### config.mk
export PLATFORM = sky130hd
export DESIGN_NAME = multimode_timer
export DESIGN_NICKNAME = d
export VERILOG_FILES = /design/src/rtl/mtmr_pkg.sv /design/src/rtl/mtmr_ctrl.sv /design/src/rtl/mtmr_dp.sv /design/src/rtl/multimode_timer.sv
export SDC_FILE = /design/constraint.sdc
export NUM_CORES = 1
export LEC_CHECK = 0
export BUFFER_PORTS_ARGS = -buffer_cell sky130_fd_sc_hd__buf_4
export CAP_MARGIN = 15
export CORE_AREA = 4 4 138 140
export CTS_CLUSTER_DIAMETER = 120
export DETAILED_ROUTE_END_ITERATION = 8
export DIE_AREA = 0 0 142 144
export GPL_TIMING_DRIVEN = 0
export MAX_ROUTING_LAYER = met4
export PLACE_DENSITY = 0.52
export SKIP_LAST_GASP = 1
export SYNTH_ARGS = -nofsm -noshare
export SYNTH_HDL_FRONTEND = slang
export SYNTH_SLANG_ARGS = --single-unit
### constraint.sdc
create_clock -name clk -period 6.6 [get_ports clk]
set_input_delay 1.32 -clock clk [delete_from_list [all_inputs] [get_ports clk]]
set_output_delay 1.32 -clock clk [all_outputs]
set_load 0.02 [all_outputs]
### src/rtl/mtmr_pkg.sv
package mtmr_pkg;
  localparam int ADDR_W = 3;

  localparam logic [ADDR_W-1:0] ADDR_CNT_HI   = 3'd0;
  localparam logic [ADDR_W-1:0] ADDR_CNT_LO   = 3'd1;
  localparam logic [ADDR_W-1:0] ADDR_RLD_HI   = 3'd2;
  localparam logic [ADDR_W-1:0] ADDR_RLD_LO   = 3'd3;
  localparam logic [ADDR_W-1:0] ADDR_MATCH_HI = 3'd4;
  localparam logic [ADDR_W-1:0] ADDR_MATCH_LO = 3'd5;
  localparam logic [ADDR_W-1:0] ADDR_CTRL     = 3'd6;
  localparam logic [ADDR_W-1:0] ADDR_SEL      = 3'd7;

  // control byte fields
  localparam int EN_BIT   = 7;
  localparam int POL_BIT  = 6;
  localparam int PRE_LSB  = 3;
  localparam int MODE_LSB = 0;

  typedef enum logic [2:0] {
    MODE_ONESHOT = 3'd0,
    MODE_CONT    = 3'd1,
    MODE_COUNT   = 3'd2,
    MODE_PWM     = 3'd3,
    MODE_CAPT    = 3'd4,
    MODE_CMP     = 3'd5,
    MODE_GATE    = 3'd6,
    MODE_CAPCMP  = 3'd7
  } tmrMode_e;

  typedef enum logic [1:0] {
    SEL_ALL0  = 2'b00,
    SEL_ALL1  = 2'b01,
    SEL_INPUT = 2'b10,
    SEL_RELD  = 2'b11
  } irqSel_e;

  typedef struct packed {
    logic inc;
    logic wrap;
    logic capture;
    logic toggle;
    logic forceOut;
    logic forceVal;
  } tmrStrobe_t;
endpackage

### src/rtl/mtmr_ctrl.sv
module mtmr_ctrl
  import mtmr_pkg::*;
#(
  parameter int DATA_W      = 8,
  parameter int CODE_W      = 3,
  parameter int SYNC_STAGES = 2
) (
  input  logic              clk,
  input  logic              rstN,
  input  logic              busWr,
  input  logic [ADDR_W-1:0] busAddr,
  input  logic [DATA_W-1:0] busWdata,
  input  logic              timerIn,
  input  logic              eqReload,
  input  logic              eqMatch,
  output tmrStrobe_t        strobe,
  output logic [DATA_W-1:0] ctrlReg,
  output logic [1:0]        irqSel,
  output logic              irq
);
  localparam int PRE_W = (1 << CODE_W) - 1;

  logic              ctrlWr, selWr;
  logic              enabled, polarity;
  logic [CODE_W-1:0] preCode;
  tmrMode_e          mode;
  logic [PRE_W-1:0]  preCnt, preMask;
  logic              tick;
  logic [SYNC_STAGES:0] syncQ;
  logic              inLvl, inPrev, inRise, inFall, edgeSel, gateOn, gateOff;
  logic              started;
  logic              step, reloadEv, inputEv, oneShotDone;

  assign ctrlWr   = busWr && (busAddr == ADDR_CTRL);
  assign selWr    = busWr && (busAddr == ADDR_SEL);
  assign enabled  = ctrlReg[EN_BIT];
  assign polarity = ctrlReg[POL_BIT];
  assign preCode  = ctrlReg[PRE_LSB +: CODE_W];
  assign mode     = tmrMode_e'(ctrlReg[MODE_LSB +: 3]);

  // configuration registers
  always_ff @(posedge clk or negedge rstN) begin
    if (!rstN) begin
      ctrlReg <= '0;
    end else if (ctrlWr) begin
      ctrlReg <= busWdata;
    end else if (oneShotDone) begin
      ctrlReg[EN_BIT] <= 1'b0;
    end
  end

  always_ff @(posedge clk or negedge rstN) begin
    if (!rstN) irqSel <= SEL_ALL0;
    else if (selWr) irqSel <= busWdata[1:0];
  end

  // power-of-two prescaler, restarted while disabled
  assign preMask = PRE_W'((32'd1 << preCode) - 32'd1);
  assign tick    = enabled && ((preCnt & preMask) == preMask);

  always_ff @(posedge clk or negedge rstN) begin
    if (!rstN) preCnt <= '0;
    else if (!enabled) preCnt <= '0;
    else preCnt <= preCnt + PRE_W'(1);
  end

  // input synchronizer and edge detection
  always_ff @(posedge clk or negedge rstN) begin
    if (!rstN) syncQ <= '0;
    else syncQ <= {syncQ[SYNC_STAGES-1:0], timerIn};
  end

  assign inLvl   = syncQ[SYNC_STAGES-1];
  assign inPrev  = syncQ[SYNC_STAGES];
  assign inRise  = inLvl && !inPrev;
  assign inFall  = !inLvl && inPrev;
  assign edgeSel = polarity ? inFall : inRise;
  assign gateOn  = polarity ? !inLvl : inLvl;
  assign gateOff = polarity ? inRise : inFall;

  // capture/compare start flag
  always_ff @(posedge clk or negedge rstN) begin
    if (!rstN) started <= 1'b0;
    else if (!enabled) started <= 1'b0;
    else if (mode == MODE_CAPCMP && edgeSel) started <= 1'b1;
  end

  // step qualification per mode
  always_comb begin
    unique case (mode)
      MODE_COUNT:  step = enabled && edgeSel;
      MODE_GATE:   step = tick && gateOn;
      MODE_CAPCMP: step = tick && started;
      default:     step = tick;
    endcase
  end

  // strobe generation
  always_comb begin
    strobe      = '0;
    reloadEv    = 1'b0;
    inputEv     = 1'b0;
    oneShotDone = 1'b0;
    if (step) begin
      if (mode == MODE_CMP) begin
        strobe.inc = 1'b1;
        if (eqReload) begin
          strobe.toggle = 1'b1;
          reloadEv      = 1'b1;
        end
      end else if (eqReload) begin
        strobe.wrap   = 1'b1;
        strobe.toggle = 1'b1;
        reloadEv      = 1'b1;
        oneShotDone   = (mode == MODE_ONESHOT);
      end else begin
        strobe.inc = 1'b1;
        if (mode == MODE_PWM && eqMatch) strobe.toggle = 1'b1;
      end
    end
    strobe.capture = enabled && edgeSel &&
                     ((mode == MODE_CAPT) || (mode == MODE_CAPCMP && started));
    if (strobe.capture) inputEv = 1'b1;
    if (enabled && mode == MODE_GATE && gateOff) inputEv = 1'b1;
    strobe.forceOut = ctrlWr;
    strobe.forceVal = busWdata[POL_BIT];
  end

  // interrupt qualification
  always_ff @(posedge clk or negedge rstN) begin
    if (!rstN) irq <= 1'b0;
    else irq <= (reloadEv && irqSel != SEL_INPUT) || (inputEv && irqSel != SEL_RELD);
  end

  // after a tick with a divider above one, the next clock holds no tick
  a_r2_prescale_gap: assert property (@(posedge clk) disable iff (!rstN)
    (tick && preCode != '0 && !ctrlWr) |=> !tick);

  // one-shot reload stops the timer
  a_r3_oneshot_stop: assert property (@(posedge clk) disable iff (!rstN)
    (oneShotDone && !ctrlWr) |=> !ctrlReg[EN_BIT]);

  // capture/compare counts nothing before its start edge
  a_r7_wait_start: assert property (@(posedge clk) disable iff (!rstN)
    (enabled && mode == MODE_CAPCMP && !started) |-> !(strobe.inc || strobe.wrap));

  // every interrupt pulse follows an event
  a_r8_irq_cause: assert property (@(posedge clk) disable iff (!rstN)
    irq |-> $past(reloadEv || inputEv));
endmodule

### src/rtl/mtmr_dp.sv
module mtmr_dp
  import mtmr_pkg::*;
#(
  parameter int DATA_W = 8
) (
  input  logic              clk,
  input  logic              rstN,
  input  logic              busWr,
  input  logic              busRd,
  input  logic [ADDR_W-1:0] busAddr,
  input  logic [DATA_W-1:0] busWdata,
  input  tmrStrobe_t        strobe,
  input  logic [DATA_W-1:0] ctrlReg,
  input  logic [1:0]        irqSel,
  output logic [DATA_W-1:0] busRdata,
  output logic              eqReload,
  output logic              eqMatch,
  output logic              timerOut
);
  localparam int CNT_W = 2 * DATA_W;

  logic [CNT_W-1:0]  count, reloadVal, matchVal;
  logic [DATA_W-1:0] lowLatch;
  logic cntHiWr, cntLoWr, rldHiWr, rldLoWr, matchHiWr, matchLoWr, cntWr, matchWr;

  assign cntHiWr   = busWr && (busAddr == ADDR_CNT_HI);
  assign cntLoWr   = busWr && (busAddr == ADDR_CNT_LO);
  assign rldHiWr   = busWr && (busAddr == ADDR_RLD_HI);
  assign rldLoWr   = busWr && (busAddr == ADDR_RLD_LO);
  assign matchHiWr = busWr && (busAddr == ADDR_MATCH_HI);
  assign matchLoWr = busWr && (busAddr == ADDR_MATCH_LO);
  assign cntWr     = cntHiWr || cntLoWr;
  assign matchWr   = matchHiWr || matchLoWr;

  assign eqReload = (count == reloadVal);
  assign eqMatch  = (count == matchVal);

  // counter: bus write wins over the step
  always_ff @(posedge clk or negedge rstN) begin
    if (!rstN) count <= '0;
    else if (cntHiWr) count[CNT_W-1:DATA_W] <= busWdata;
    else if (cntLoWr) count[DATA_W-1:0] <= busWdata;
    else if (strobe.wrap) count <= CNT_W'(1);
    else if (strobe.inc) count <= count + CNT_W'(1);
  end

  always_ff @(posedge clk or negedge rstN) begin
    if (!rstN) reloadVal <= '1;
    else if (rldHiWr) reloadVal[CNT_W-1:DATA_W] <= busWdata;
    else if (rldLoWr) reloadVal[DATA_W-1:0] <= busWdata;
  end

  // match pair doubles as the capture register
  always_ff @(posedge clk or negedge rstN) begin
    if (!rstN) matchVal <= '0;
    else if (matchHiWr) matchVal[CNT_W-1:DATA_W] <= busWdata;
    else if (matchLoWr) matchVal[DATA_W-1:0] <= busWdata;
    else if (strobe.capture) matchVal <= count;
  end

  always_ff @(posedge clk or negedge rstN) begin
    if (!rstN) timerOut <= 1'b0;
    else if (strobe.forceOut) timerOut <= strobe.forceVal;
    else if (strobe.toggle) timerOut <= !timerOut;
  end

  // registered read port with coherent low-byte latch
  always_ff @(posedge clk or negedge rstN) begin
    if (!rstN) begin
      busRdata <= '0;
      lowLatch <= '0;
    end else if (busRd) begin
      unique case (busAddr)
        ADDR_CNT_HI: begin
          busRdata <= count[CNT_W-1:DATA_W];
          lowLatch <= count[DATA_W-1:0];
        end
        ADDR_CNT_LO:   busRdata <= lowLatch;
        ADDR_RLD_HI:   busRdata <= reloadVal[CNT_W-1:DATA_W];
        ADDR_RLD_LO:   busRdata <= reloadVal[DATA_W-1:0];
        ADDR_MATCH_HI: busRdata <= matchVal[CNT_W-1:DATA_W];
        ADDR_MATCH_LO: busRdata <= matchVal[DATA_W-1:0];
        ADDR_CTRL:     busRdata <= ctrlReg;
        default:       busRdata <= {{(DATA_W-2){1'b0}}, irqSel};
      endcase
    end
  end

  // a wrap leaves the count at one
  a_r1_wrap_one: assert property (@(posedge clk) disable iff (!rstN)
    (strobe.wrap && !cntWr) |=> count == CNT_W'(1));

  // a toggle strobe inverts the output
  a_r5_toggle: assert property (@(posedge clk) disable iff (!rstN)
    (strobe.toggle && !strobe.forceOut) |=> timerOut != $past(timerOut));

  // capture copies the count into the match pair
  a_r6_capture_copy: assert property (@(posedge clk) disable iff (!rstN)
    (strobe.capture && !matchWr) |=> matchVal == $past(count));

  // a high-byte read freezes the low byte
  a_r9_latch: assert property (@(posedge clk) disable iff (!rstN)
    (busRd && busAddr == ADDR_CNT_HI) |=> lowLatch == $past(count[DATA_W-1:0]));
endmodule

### src/rtl/multimode_timer.sv
module multimode_timer
  import mtmr_pkg::*;
#(
  parameter int DATA_W      = 8,
  parameter int CODE_W      = 3,
  parameter int SYNC_STAGES = 2
) (
  input  logic              clk,
  input  logic              rstN,
  input  logic              busWr,
  input  logic              busRd,
  input  logic [2:0]        busAddr,
  input  logic [DATA_W-1:0] busWdata,
  output logic [DATA_W-1:0] busRdata,
  input  logic              timerIn,
  output logic              timerOut,
  output logic              irq
);
  tmrStrobe_t        strobe;
  logic [DATA_W-1:0] ctrlReg;
  logic [1:0]        irqSel;
  logic              eqReload, eqMatch;

  mtmr_ctrl #(.DATA_W(DATA_W), .CODE_W(CODE_W), .SYNC_STAGES(SYNC_STAGES)) u_ctrl (
    .clk(clk), .rstN(rstN), .busWr(busWr), .busAddr(busAddr), .busWdata(busWdata),
    .timerIn(timerIn), .eqReload(eqReload), .eqMatch(eqMatch),
    .strobe(strobe), .ctrlReg(ctrlReg), .irqSel(irqSel), .irq(irq)
  );

  mtmr_dp #(.DATA_W(DATA_W)) u_dp (
    .clk(clk), .rstN(rstN), .busWr(busWr), .busRd(busRd), .busAddr(busAddr),
    .busWdata(busWdata), .strobe(strobe), .ctrlReg(ctrlReg), .irqSel(irqSel),
    .busRdata(busRdata), .eqReload(eqReload), .eqMatch(eqMatch), .timerOut(timerOut)
  );
endmodule

==> metrics.csv, run 1 <==
stage,metric,value,unit
synth,sequential-to-total area share from yosys stat,0.4189,
setup_path,Bufs and invs on worst path,4,
finish,share of layout cells above drive strength 1,0.1883,
cts,CTS buffer count,9,
power,maximum VDD drop,0.0001348,V
sta,WHS,0.3513,ns
sta,Final Max Slew Viols,0,
global_routing,largest net degree at the start of global routing,88,
floorplanning,Initial Util,0.2940,
sta,Max Fclk,273.1,MHz
route,drt wl/cell,19.69,µm
place,detailed placement HPWL,11350,µm
finish,Layout area overhead,14.55,%
synth,Yosys reg bits,87,
cts,CTS tree,built,
global_routing,GRT Util Overall,0.1660,
floorplanning,die height,144,µm
sta,Rel. slew slack,0.2592,
floorplanning,Die Width,142,µm
synth,Yosys Warn Count,0,
setup_path,R2R Setup Slk,3.54,ns
setup_path,Worst path slowest cell,clkbuf_1,
setup_path,CP Launch Type,input port,
cts,postcts setup bufs,0,
global_routing,global route overflow,0,
setup_path,crit-path max cell delay,0.54,ns
synth,Syn Nets,560,
sta,skew final,0.01067,ns
sta,worst slew pin tran,1.108,ns
global_routing,initial antenna violation count,0,
cts,clock root buffer,clkbuf_16,
synth,"Avg Cell Area, Syn",9.695,µm²
synth,cells after synthesis,541,
finish,Nets,593,
route,post-route DRC violation count,0,
setup_path,Worst setup EP type,flop,
sta,crit path time final,3.662,ns
synth,most common flop cell mapped by yosys,dfrtp_1,
sta,unrepaired setup endpoints after global routing,false,
route,Final ANT Viol Nets,0,
synth,post-synthesis async set-or-reset flop share,1.000,
setup_path,CP max FO,10,
place,global placer's final weighted congestion,0.9213,
power,pwr dens,338.8,nW/µm²
route,drt first-iter violations,308,
cts,clk sinks,87,
setup_path,Worst EP required,6.82,ns
power,Lkg Pwr,2.334,nW
setup_path,CP dominant cell by count,clkbuf_1,
global_routing,vias in the first global route,4276,
sta,Tcrit/Tclk final,0.5549,
worst_hold_path,Hold Crit Class,flop to flop,
cts,PostCTS Resize Cnt,0,
floorplanning,Core ar.,17840,µm²
setup_path,CP top delay family,buffers and inverters,
synth,synthesized area,5245,µm²
setup_path,kind of critical path,input port to flop,
synth,Netlist cell types,67,
cts,clock-pin slew of the registers on the worst-case setup and hold paths,0.06,ns
cts,clk_lat worst skew,0.35,ns
sta,Setup Viol. Count Final,0,
status,outcome,finished clean,
route,Pre-Repair DR Iteration Count,5,
synth,"EDFF count, synth",0,
route,Detailed Route WL,15910,µm
floorplanning,number of cell rows,49,
cts,cts hold-fix bufs,0,
setup_path,CP Cell Sequence,buf_4 -> clkbuf_1 -> clkbuf_1 -> clkbuf_1 -> nand3_1 -> o211ai_1 -> nand3_1,
floorplanning,# IOs,26,
sta,setup_tns,0,ns
place,# port buffers,21,
finish,n_diodes,0,
sta,Final Hold Viols,0,
route,via count,4344,
route,Via-to-Cell Ratio,5.376,
job,Max-Cap Viols,0,
floorplanning,DIE AREA,20450,µm²
setup_path,CP arrival,3.88,ns
cts,CTS H-tree depth,3,
global_routing,first-pass GRT wire length,25050,µm
cts,clock buffer depth,2,
## sequential cells by signal (all words and copies together), names as in the netlist, 2 cells and up
register	count
u_dp.count	16
u_dp.matchVal	16
u_dp.reloadVal	16
u_ctrl.ctrlReg	8
u_dp.busRdata	8
u_dp.lowLatch	8
u_ctrl.preCnt	7
u_ctrl.syncQ	3
u_ctrl.irqSel	2
## cell type report
| type | count | area, µm² |
|---|---|---|
| Clock inverter | 5 | 58.81 |
| Tap cell | 229 | 286.5 |
| Clock buffer | 11 | 232.7 |
| Timing Repair Buffer | 22 | 185.2 |
| Sequential cell | 87 | 2197 |
| Multi-Input combinational cell | 395 | 2789 |
| Fill cell | 1824 | 11830 |
| Buffer | 41 | 191.4 |
| Inverter | 18 | 67.56 |
## worst register-to-register path, stage by stage (launching register included)
cell	delay (ns)
dfrtp_1	0.32
clkbuf_1	0.40
xnor2_1	0.20
nand4_1	0.18
nor4_2	0.80
a21oi_1	0.42
a211o_1	0.36
a211o_1	0.28
## routing by layer
metal,GRT usage,share of wire
met1,0.2312,0.48
met2,0.2475,0.46
met3,0.02447,0.050
met4,0.05707,0.016
met5,-,0
## placed cells by master, fill, tap and decap left out, types with 6 or more instances in the layout
| cell | count |
|---|---|
| inv_1 | 18 |
| nor2b_1 | 8 |
| nor3_1 | 8 |
| clkbuf_1 | 31 |
| mux4_2 | 6 |
| nand2_1 | 64 |
| dfrtp_1 | 71 |
| a21oi_1 | 16 |
| nand3_1 | 22 |
| xor2_1 | 6 |
| nand4_1 | 10 |
| clkbuf_16 | 9 |
| mux2i_1 | 20 |
| xnor2_1 | 33 |
| mux2_2 | 29 |
| a211oi_1 | 12 |
| o21ai_0 | 27 |
| nor2_1 | 36 |
| buf_4 | 23 |
| o211ai_1 | 18 |
| dfstp_2 | 16 |
## cells by family (layout without fill, tap and decap cells)
family,count (synthesis),in the layout,share of synthesized area
muxes,56,56,0.1312
and+or+nand+nor,184,184,0.1758
buffers and inverters,59,97,0.04938
AOI/OAI and AO/OA,113,113,0.1524
adders and majority gates,3,3,0.007157
DFF,87,87,0.4189
xor gates and xnor gates,39,39,0.06512
## stage by stage
| step | cell area, µm² | total power [mW] | util | setup slack, ns | std cells |
|---|---|---|---|---|---|
| floorplan | 5245 | 1.302 | - | 3.608 | 541 |
| global placement | 5689 | 1.506 | 0.3189 | 2.620 | 791 |
| detailed placement | 5689 | 1.521 | 0.3189 | 2.594 | 791 |
| CTS | 5981 | 2.042 | 0.3352 | 2.954 | 807 |
| global route | 6008 | 2.161 | 0.3368 | 2.681 | 808 |
| finish | 6008 | 2.036 | 0.3368 | 2.938 | 808 |
## path summary, 6_finish.rpt
kind	from	endpoint	cells past startpoint
min reg2reg	u_ctrl.syncQ[0]$_DFF_PN0_	u_ctrl.syncQ[1]$_DFF_PN0_	0
max reg2reg	u_dp.count[12]$_DFFE_PN0P_	u_dp.count[7]$_DFFE_PN0P_	7
max in group asynchronous	rstN	u_dp.reloadVal[2]$_DFFE_PN1P_	2
min	u_ctrl.syncQ[0]$_DFF_PN0_	u_ctrl.syncQ[1]$_DFF_PN0_	0
min in group asynchronous	rstN	u_ctrl.preCnt[6]$_DFF_PN0_	1
max	busAddr[2]	u_dp.timerOut$_DFFE_PN0P_	7
## power breakdown
| part | leakage, nW | switching (mW) | internal, mW |
|---|---|---|---|
| Combinational | 1.20 | 0.386 | 0.310 |
| Clock | 0.136 | 0.220 | 0.294 |
| Sequential | 1.00 | 0.130 | 0.695 |
## cell usage after synthesis (all sizes together), types with 6 or more instances
cell type | n | area (µm²)
dfrtp | 71 | 1777
nand2 | 64 | 240.2
nor2 | 36 | 135.1
xnor2 | 33 | 289.0
clkbuf | 31 | 136.4
mux2 | 29 | 326.6
o21ai | 28 | 140.1
nand3 | 22 | 110.1
mux2i | 20 | 200.2
inv | 18 | 67.56
o211ai | 18 | 135.1
a21oi | 17 | 88.84
dfstp | 16 | 420.4
a211oi | 13 | 102.6
buf | 10 | 55.05
nand4 | 10 | 62.56
nor2b | 8 | 50.05
nor3 | 8 | 40.04
mux4 | 7 | 161.4
xor2 | 6 | 52.55
Note: power is estimated with default switching activity, not from simulation.
==> run 2: changes to the inputs <==
--- a/config.mk
+++ b/config.mk
@@ -13,7 +13,7 @@
 export DIE_AREA = 0 0 142 144
 export GPL_TIMING_DRIVEN = 0
 export MAX_ROUTING_LAYER = met4
-export PLACE_DENSITY = 0.52
+export PLACE_DENSITY = 0.54
 export SKIP_LAST_GASP = 1
 export SYNTH_ARGS = -nofsm -noshare
 export SYNTH_HDL_FRONTEND = slang
==> constraint.sdc (replaced) <==
create_clock -name clk -period 3.1 [get_ports clk]
set_input_delay 0.62 -clock clk [delete_from_list [all_inputs] [get_ports clk]]
set_output_delay 0.62 -clock clk [all_outputs]
set_load 0.02 [all_outputs]
==> metrics.csv, run 2 (synthesis gave the netlist of run 1 again) <==
stage,metric,value,unit,change
global_routing,vias in the first global route,4392,,+2.7%
worst_hold_path,Hold Crit Class,input port to async pin,,
sta,WHS,0.2399,ns,-0.1114 ns
sta,crit path time final,2.905,ns,
sta,Final Hold Viols,0,,unchanged
cts,CTS tree,built,,
setup_path,RR Startpoint,u_dp.count[3]$_DFFE_PN0P_,,
finish,fin area,6077,µm²,+1.1%
floorplanning,Die Width,142,µm,unchanged
cts,clock buffer depth,2,,unchanged
place,global placer's final weighted congestion,0.9525,,+3.4%
sta,Final Max Slew Viols,0,,unchanged
floorplanning,DIE AREA,20450,µm²,unchanged
finish,most frequent cells in the layout,"dfrtp_1, nand2_1, nor2_1, xnor2_1, mux2_2",,
floorplanning,# IOs,26,,unchanged
floorplanning,die height,144,µm,unchanged
global_routing,global route overflow,0,,unchanged
setup_path,R2R Setup Slk,0.20,ns,-3.34 ns
sta,Rel. slew slack,0.2446,,-0.01459
power,Lkg Pwr,2.383,nW,+2.1%
job,Max-Cap Viols,0,,unchanged
cts,clk sinks,87,,unchanged
setup_path,CP max FO,9,,-1
cts,clock root buffer,clkbuf_16,,
cts,clk_lat worst skew,0.36,ns,about the same
global_routing,initial antenna violation count,0,,unchanged
cts,clock-pin slew of the registers on the worst-case setup and hold paths,0.07,ns,about the same
finish,share of layout cells above drive strength 1,0.1952,,+0.006908
setup_path,CP Launch Type,flop,,
cts,CTS buffer count,9,,unchanged
setup_path,Worst setup EP type,flop,,
floorplanning,Initial Util,0.2940,,unchanged
route,Pre-Repair DR Iteration Count,5,,unchanged
place,# port buffers,21,,unchanged
power,pwr dens,742.9,nW/µm²,+120%
sta,skew final,0.01168,ns,+0.001013 ns
global_routing,first-pass GRT wire length,24980,µm,-0.28%
global_routing,GRT Util Overall,0.1631,,-0.002885
setup_path,Worst Reg-to-Reg Cells,7,,unchanged
route,drt first-iter violations,343,,+11%
setup_path,CP arrival,3.15,ns,-0.73 ns
setup_path,Crit. Startpoint,u_dp.count[3]$_DFFE_PN0P_,,
power,maximum VDD drop,0.0003793,V,+180%
setup_path,Worst EP required,3.34,ns,-3.48 ns
finish,biggest regs,"u_dp.count: 16 flops, u_dp.matchVal: 16 flops, u_dp.reloadVal: 16 flops",,
route,Detailed Route WL,15730,µm,-1.1%
global_routing,largest net degree at the start of global routing,88,,unchanged
status,outcome,finished clean,,
finish,final core occ,0.3406,,+0.003857
setup_path,Critical R2R Capture,u_dp.count[7]$_DFFE_PN0P_,,
finish,"commonest non-fill, non-tap cell in the layout",dfrtp_1,,
setup_path,kind of critical path,flop to flop,,
finish,Layout area overhead,15.86,%,
sta,Tcrit/Tclk final,0.9371,,
floorplanning,number of cell rows,49,,unchanged
sta,Setup Viol. Count Final,0,,unchanged
cts,cts hold-fix bufs,0,,unchanged
route,Final ANT Viol Nets,0,,unchanged
power,total power,4.514,mW,+120%
sta,Max Fclk,344.2,MHz,
cts,CTS H-tree depth,3,,unchanged
place,detailed placement HPWL,11220,µm,-1.2%
place,DP Area,5689,µm²,unchanged
finish,n_diodes,0,,unchanged
finish,Nets,593,,unchanged
sta,worst slew pin tran,1.130,ns,+0.02182 ns
route,via count,4349,,+0.12%
route,Via-to-Cell Ratio,5.382,,+0.12%
route,drt wl/cell,19.47,µm,-1.1%
floorplanning,Core ar.,17840,µm²,unchanged
route,post-route DRC violation count,0,,unchanged
sta,setup_tns,0,ns,unchanged
sta,unrepaired setup endpoints after global routing,false,,
==> run 2: per-layer routing <==
layer	track usage	wire, µm	up-vias
met4	0.05051	306	0
met5	-	0	-
li1	-	-	2005
met2	0.2355	6999	141
met3	0.03208	926	25
met1	0.2308	7499	2178
==> run 2: final cells by class <==
cell class | count | area, µm²
clock buffer | 9 | 225.2
fill | 1803 | 11760
timing repair buffer | 22 | 185.2
multi-input combinational | 395 | 2803
buffer | 41 | 192.7
inverter | 18 | 67.56
clock inverter | 7 | 120.1
tap | 229 | 286.5
sequential | 87 | 2197
==> run 2: worst max-delay path by stage <==
| stage | to | slack (ns) | cells after the start |
|---|---|---|---|
| 6_report | u_dp.count[7]$_DFFE_PN0P_ | 0.20 | 7 |
| 5_1_grt | u_dp.count[7]$_DFFE_PN0P_ | 0.06 | 7 |
| 4_1_cts | u_dp.count[7]$_DFFE_PN0P_ | 0.07 | 7 |
| 3_5_place_dp | u_dp.timerOut$_DFFE_PN0P_ | -0.22 | 7 |
| 3_3_place_gp | u_dp.timerOut$_DFFE_PN0P_ | -0.20 | 7 |
| 2_1_floorplan | u_dp.count[7]$_DFFE_PN0P_ | 0.54 | 9 |
==> run 2: timing repair <==
action / in CTS / in global routing
gates resized for setup: 0 / 4
setup buffers: 0 / 0
endpoints found under the setup margin: 0 / 13
==> run 2: report_power, final <==
| part | switching (mW) | total [mW] | internal (mW) | leakage (nW) |
|---|---|---|---|---|
| Sequential | 0.273 | 1.75 | 1.48 | 1.00 |
| Clock | 0.485 | 1.28 | 0.791 | 0.166 |
| Combinational | 0.825 | 1.49 | 0.661 | 1.22 |
==> run 2: through the flow <==
step,setup WS (ns),cells
4_1_cts,0.07299,807
3_5_place_dp,-0.2223,791
3_3_place_gp,-0.2043,791
6_report,0.1951,808
2_1_floorplan,0.5421,541
5_1_grt,0.06283,808
==> run 2: critical path, stage by stage, from the launching register on <==
cell and delay, ns:
dfrtp_1 0.32, clkbuf_1 0.41, xnor2_1 0.20, nand4_1 0.22
nor4_4 0.63, a21oi_1 0.37, a211o_1 0.35, a211o_1 0.29
==> run 3: changes to the inputs <==
--- a/config.mk
+++ b/config.mk
@@ -7,13 +7,15 @@
 export LEC_CHECK = 0
 export BUFFER_PORTS_ARGS = -buffer_cell sky130_fd_sc_hd__buf_4
 export CAP_MARGIN = 15
+export CELL_PAD_IN_SITES_DETAIL_PLACEMENT = 0
+export CELL_PAD_IN_SITES_GLOBAL_PLACEMENT = 1
 export CORE_AREA = 4 4 138 140
 export CTS_CLUSTER_DIAMETER = 120
 export DETAILED_ROUTE_END_ITERATION = 8
 export DIE_AREA = 0 0 142 144
 export GPL_TIMING_DRIVEN = 0
 export MAX_ROUTING_LAYER = met4
-export PLACE_DENSITY = 0.54
+export PLACE_DENSITY = 0.63
 export SKIP_LAST_GASP = 1
 export SYNTH_ARGS = -nofsm -noshare
 export SYNTH_HDL_FRONTEND = slang
==> metrics.csv, run 3 (synthesis gave the netlist of run 1 again) <==
stage,metric,value,unit,change
status,outcome,finished clean,,
global_routing,vias in the first global route,4323,,-1.6%
cts,clock buffer depth,2,,unchanged
floorplanning,Die Width,142,µm,unchanged
route,Via-to-Cell Ratio,5.304,,-1.5%
finish,"commonest non-fill, non-tap cell in the layout",dfrtp_1,,
floorplanning,die height,144,µm,unchanged
floorplanning,number of cell rows,49,,unchanged
route,post-route DRC violation count,0,,unchanged
global_routing,initial antenna violation count,0,,unchanged
route,Final ANT Viol Nets,0,,unchanged
setup_path,CP max FO,9,,unchanged
sta,Max Fclk,350.4,MHz,+1.8%
power,NetSw,1.585,mW,+0.17%
sta,Tcrit/Tclk final,0.9206,,-0.01645
power,maximum VDD drop,0.0003504,V,-7.6%
cts,CTS tree,built,,
finish,most frequent cells in the layout,"dfrtp_1, nand2_1, nor2_1, xnor2_1, mux2_2",,
power,pwr dens,728.0,nW/µm²,-2.0%
sta,Rel. slew slack,0.2804,,+0.03579
setup_path,CP Launch Type,flop,,
finish,n_diodes,0,,unchanged
setup_path,Worst setup EP type,flop,,
route,Detailed Route WL,16070,µm,+2.2%
sta,Final Hold Viols,0,,unchanged
job,Max-Cap Viols,0,,unchanged
cts,CTS buffer count,9,,unchanged
floorplanning,# IOs,26,,unchanged
sta,crit path time final,2.854,ns,-0.05098 ns
cts,CTS H-tree depth,3,,unchanged
power,Gate power share,0.340,,+0.011
cts,clock-pin slew of the registers on the worst-case setup and hold paths,0.07,ns,about the same
route,drt first-iter violations,260,,-24%
finish,final core occ,0.3383,,-0.002314
power,Lkg Pwr,2.364,nW,-0.78%
sta,worst slew pin tran,1.077,ns,-0.05355 ns
power,Int Pwr,2.809,mW,-4.2%
worst_hold_path,Hold Crit Class,input port to async pin,,
place,global placer's final weighted congestion,0.8748,,-8.2%
sta,Final Max Slew Viols,0,,unchanged
power,switching share of total power,0.3608,,+0.01023
finish,share of layout cells above drive strength 1,0.1938,,-0.001392
sta,unrepaired setup endpoints after global routing,false,,
finish,filler instances,1833,,+1.7%
cts,clk sinks,87,,unchanged
cts,clk_lat worst skew,0.36,ns,about the same
global_routing,largest net degree at the start of global routing,88,,unchanged
finish,Nets,592,,-0.17%
finish,Layout area overhead,15.08,%,
place,# port buffers,21,,unchanged
finish,biggest regs,"u_dp.count: 16 flops, u_dp.matchVal: 16 flops, u_dp.reloadVal: 16 flops",,
setup_path,Worst EP required,3.34,ns,about the same
setup_path,CP arrival,3.09,ns,-0.06 ns
global_routing,GRT Util Overall,0.1666,,+0.003510
cts,postcts setup bufs,0,,unchanged
global_routing,global route overflow,0,,unchanged
cts,clock root buffer,clkbuf_16,,
power,clock share of power,0.261,,-0.022
sta,skew final,0.009519,ns,-0.002159 ns
sta,setup_tns,0,ns,unchanged
route,via count,4280,,-1.6%
sta,WHS,0.1889,ns,-0.05102 ns
power,sequential group share of total power,0.399,,+0.011
global_routing,first-pass GRT wire length,25180,µm,+0.80%
setup_path,kind of critical path,flop to flop,,
place,detailed placement HPWL,11530,µm,+2.8%
floorplanning,Core ar.,17840,µm²,unchanged
floorplanning,Initial Util,0.2940,,unchanged
route,drt wl/cell,19.91,µm,+2.3%
route,Pre-Repair DR Iteration Count,5,,unchanged
sta,Setup Viol. Count Final,0,,unchanged
floorplanning,DIE AREA,20450,µm²,unchanged
==> run 3: cell types whose count changed in the layout (fill, tap and decap cells not counted), sizes merged <==
cell    before  now
bufinv       3    1
clkbuf      40   41
clkinv       2    3
inv         19   18
==> run 3: power groups by stage <==
stage	logic [mW]	registers, mW	clock network, mW
finish	1.49	1.75	1.15
global route	1.65	1.79	1.22
CTS	1.49	1.75	1.17
detailed placement	1.48	1.77	0
global placement	1.46	1.75	0
floorplan	1.06	1.71	0
==> run 3: critical path: stages (launching register included) <==
cell      delay [ns]
dfrtp_1         0.32
clkbuf_1        0.42
xnor2_1         0.21
nand4_1         0.24
nor4_4          0.58
a21oi_1         0.36
a211o_1         0.34
a211o_1         0.28
==> run 3: path summary, 6_finish.rpt <==
| path | from | endpoint | slack (ns) | depth (start not counted) |
|---|---|---|---|---|
| setup / recovery | u_dp.count[12]$_DFFE_PN0P_ | u_dp.count[7]$_DFFE_PN0P_ | 0.25 | 7 |
| hold / removal | rstN | u_ctrl.irq$_DFF_PN0_ | 0.19 | 1 |
| setup reg to reg | u_dp.count[12]$_DFFE_PN0P_ | u_dp.count[7]$_DFFE_PN0P_ | 0.25 | 7 |
| hold reg to reg | u_ctrl.syncQ[0]$_DFF_PN0_ | u_ctrl.syncQ[1]$_DFF_PN0_ | 0.35 | 0 |
| max in group asynchronous | rstN | u_dp.reloadVal[6]$_DFFE_PN1P_ | 2.24 | 2 |
| min in group clk | u_ctrl.syncQ[0]$_DFF_PN0_ | u_ctrl.syncQ[1]$_DFF_PN0_ | 0.35 | 0 |
==> run 3: layout make-up <==
class | count | area [µm²] | share of cell area
flip-flops and latches | 87 | 2197 | 0.3640
clock buffers | 11 | 252.7 | 0.04187
well taps | 229 | 286.5 | 0.04747
multi-input cells | 395 | 2803 | 0.4643
repair buffers | 22 | 185.2 | 0.03068
inverters | 18 | 67.56 | 0.01119
plain buffers | 40 | 187.7 | 0.03109
clock inverters | 5 | 56.30 | 0.009328
==> run 3: layer usage <==
layer / GRT usage / part of all wire / vias to the layer above / wire [µm]
met1: 0.2230 / 0.48 / 2158 / 7673
li1: - / - / 2004 / -
met5: - / 0 / - / 0
met4: 0.03939 / 0.015 / 0 / 235
met2: 0.2537 / 0.46 / 101 / 7439
met3: 0.04365 / 0.045 / 17 / 723
==> run 3: timing repair <==
| item | in CTS | in global routing |
|---|---|---|
| resized for setup | 0 | 2 |
| endpoints found under the setup margin | 0 | 16 |
| hold buffers | 0 | 0 |
| endpoints found under the hold margin | 0 | 0 |
==> run 3: metrics by stage <==
step	cell area (µm²)	total power [mW]	instances	worst slack (ns)
floorplan	5245	2.772	541	0.5421
global placement	5689	3.215	791	-0.2501
detailed placement	5689	3.249	791	-0.2528
CTS	5998	4.412	807	0.01474
global route	6036	4.655	807	0.06620
finish	6036	4.394	807	0.2461
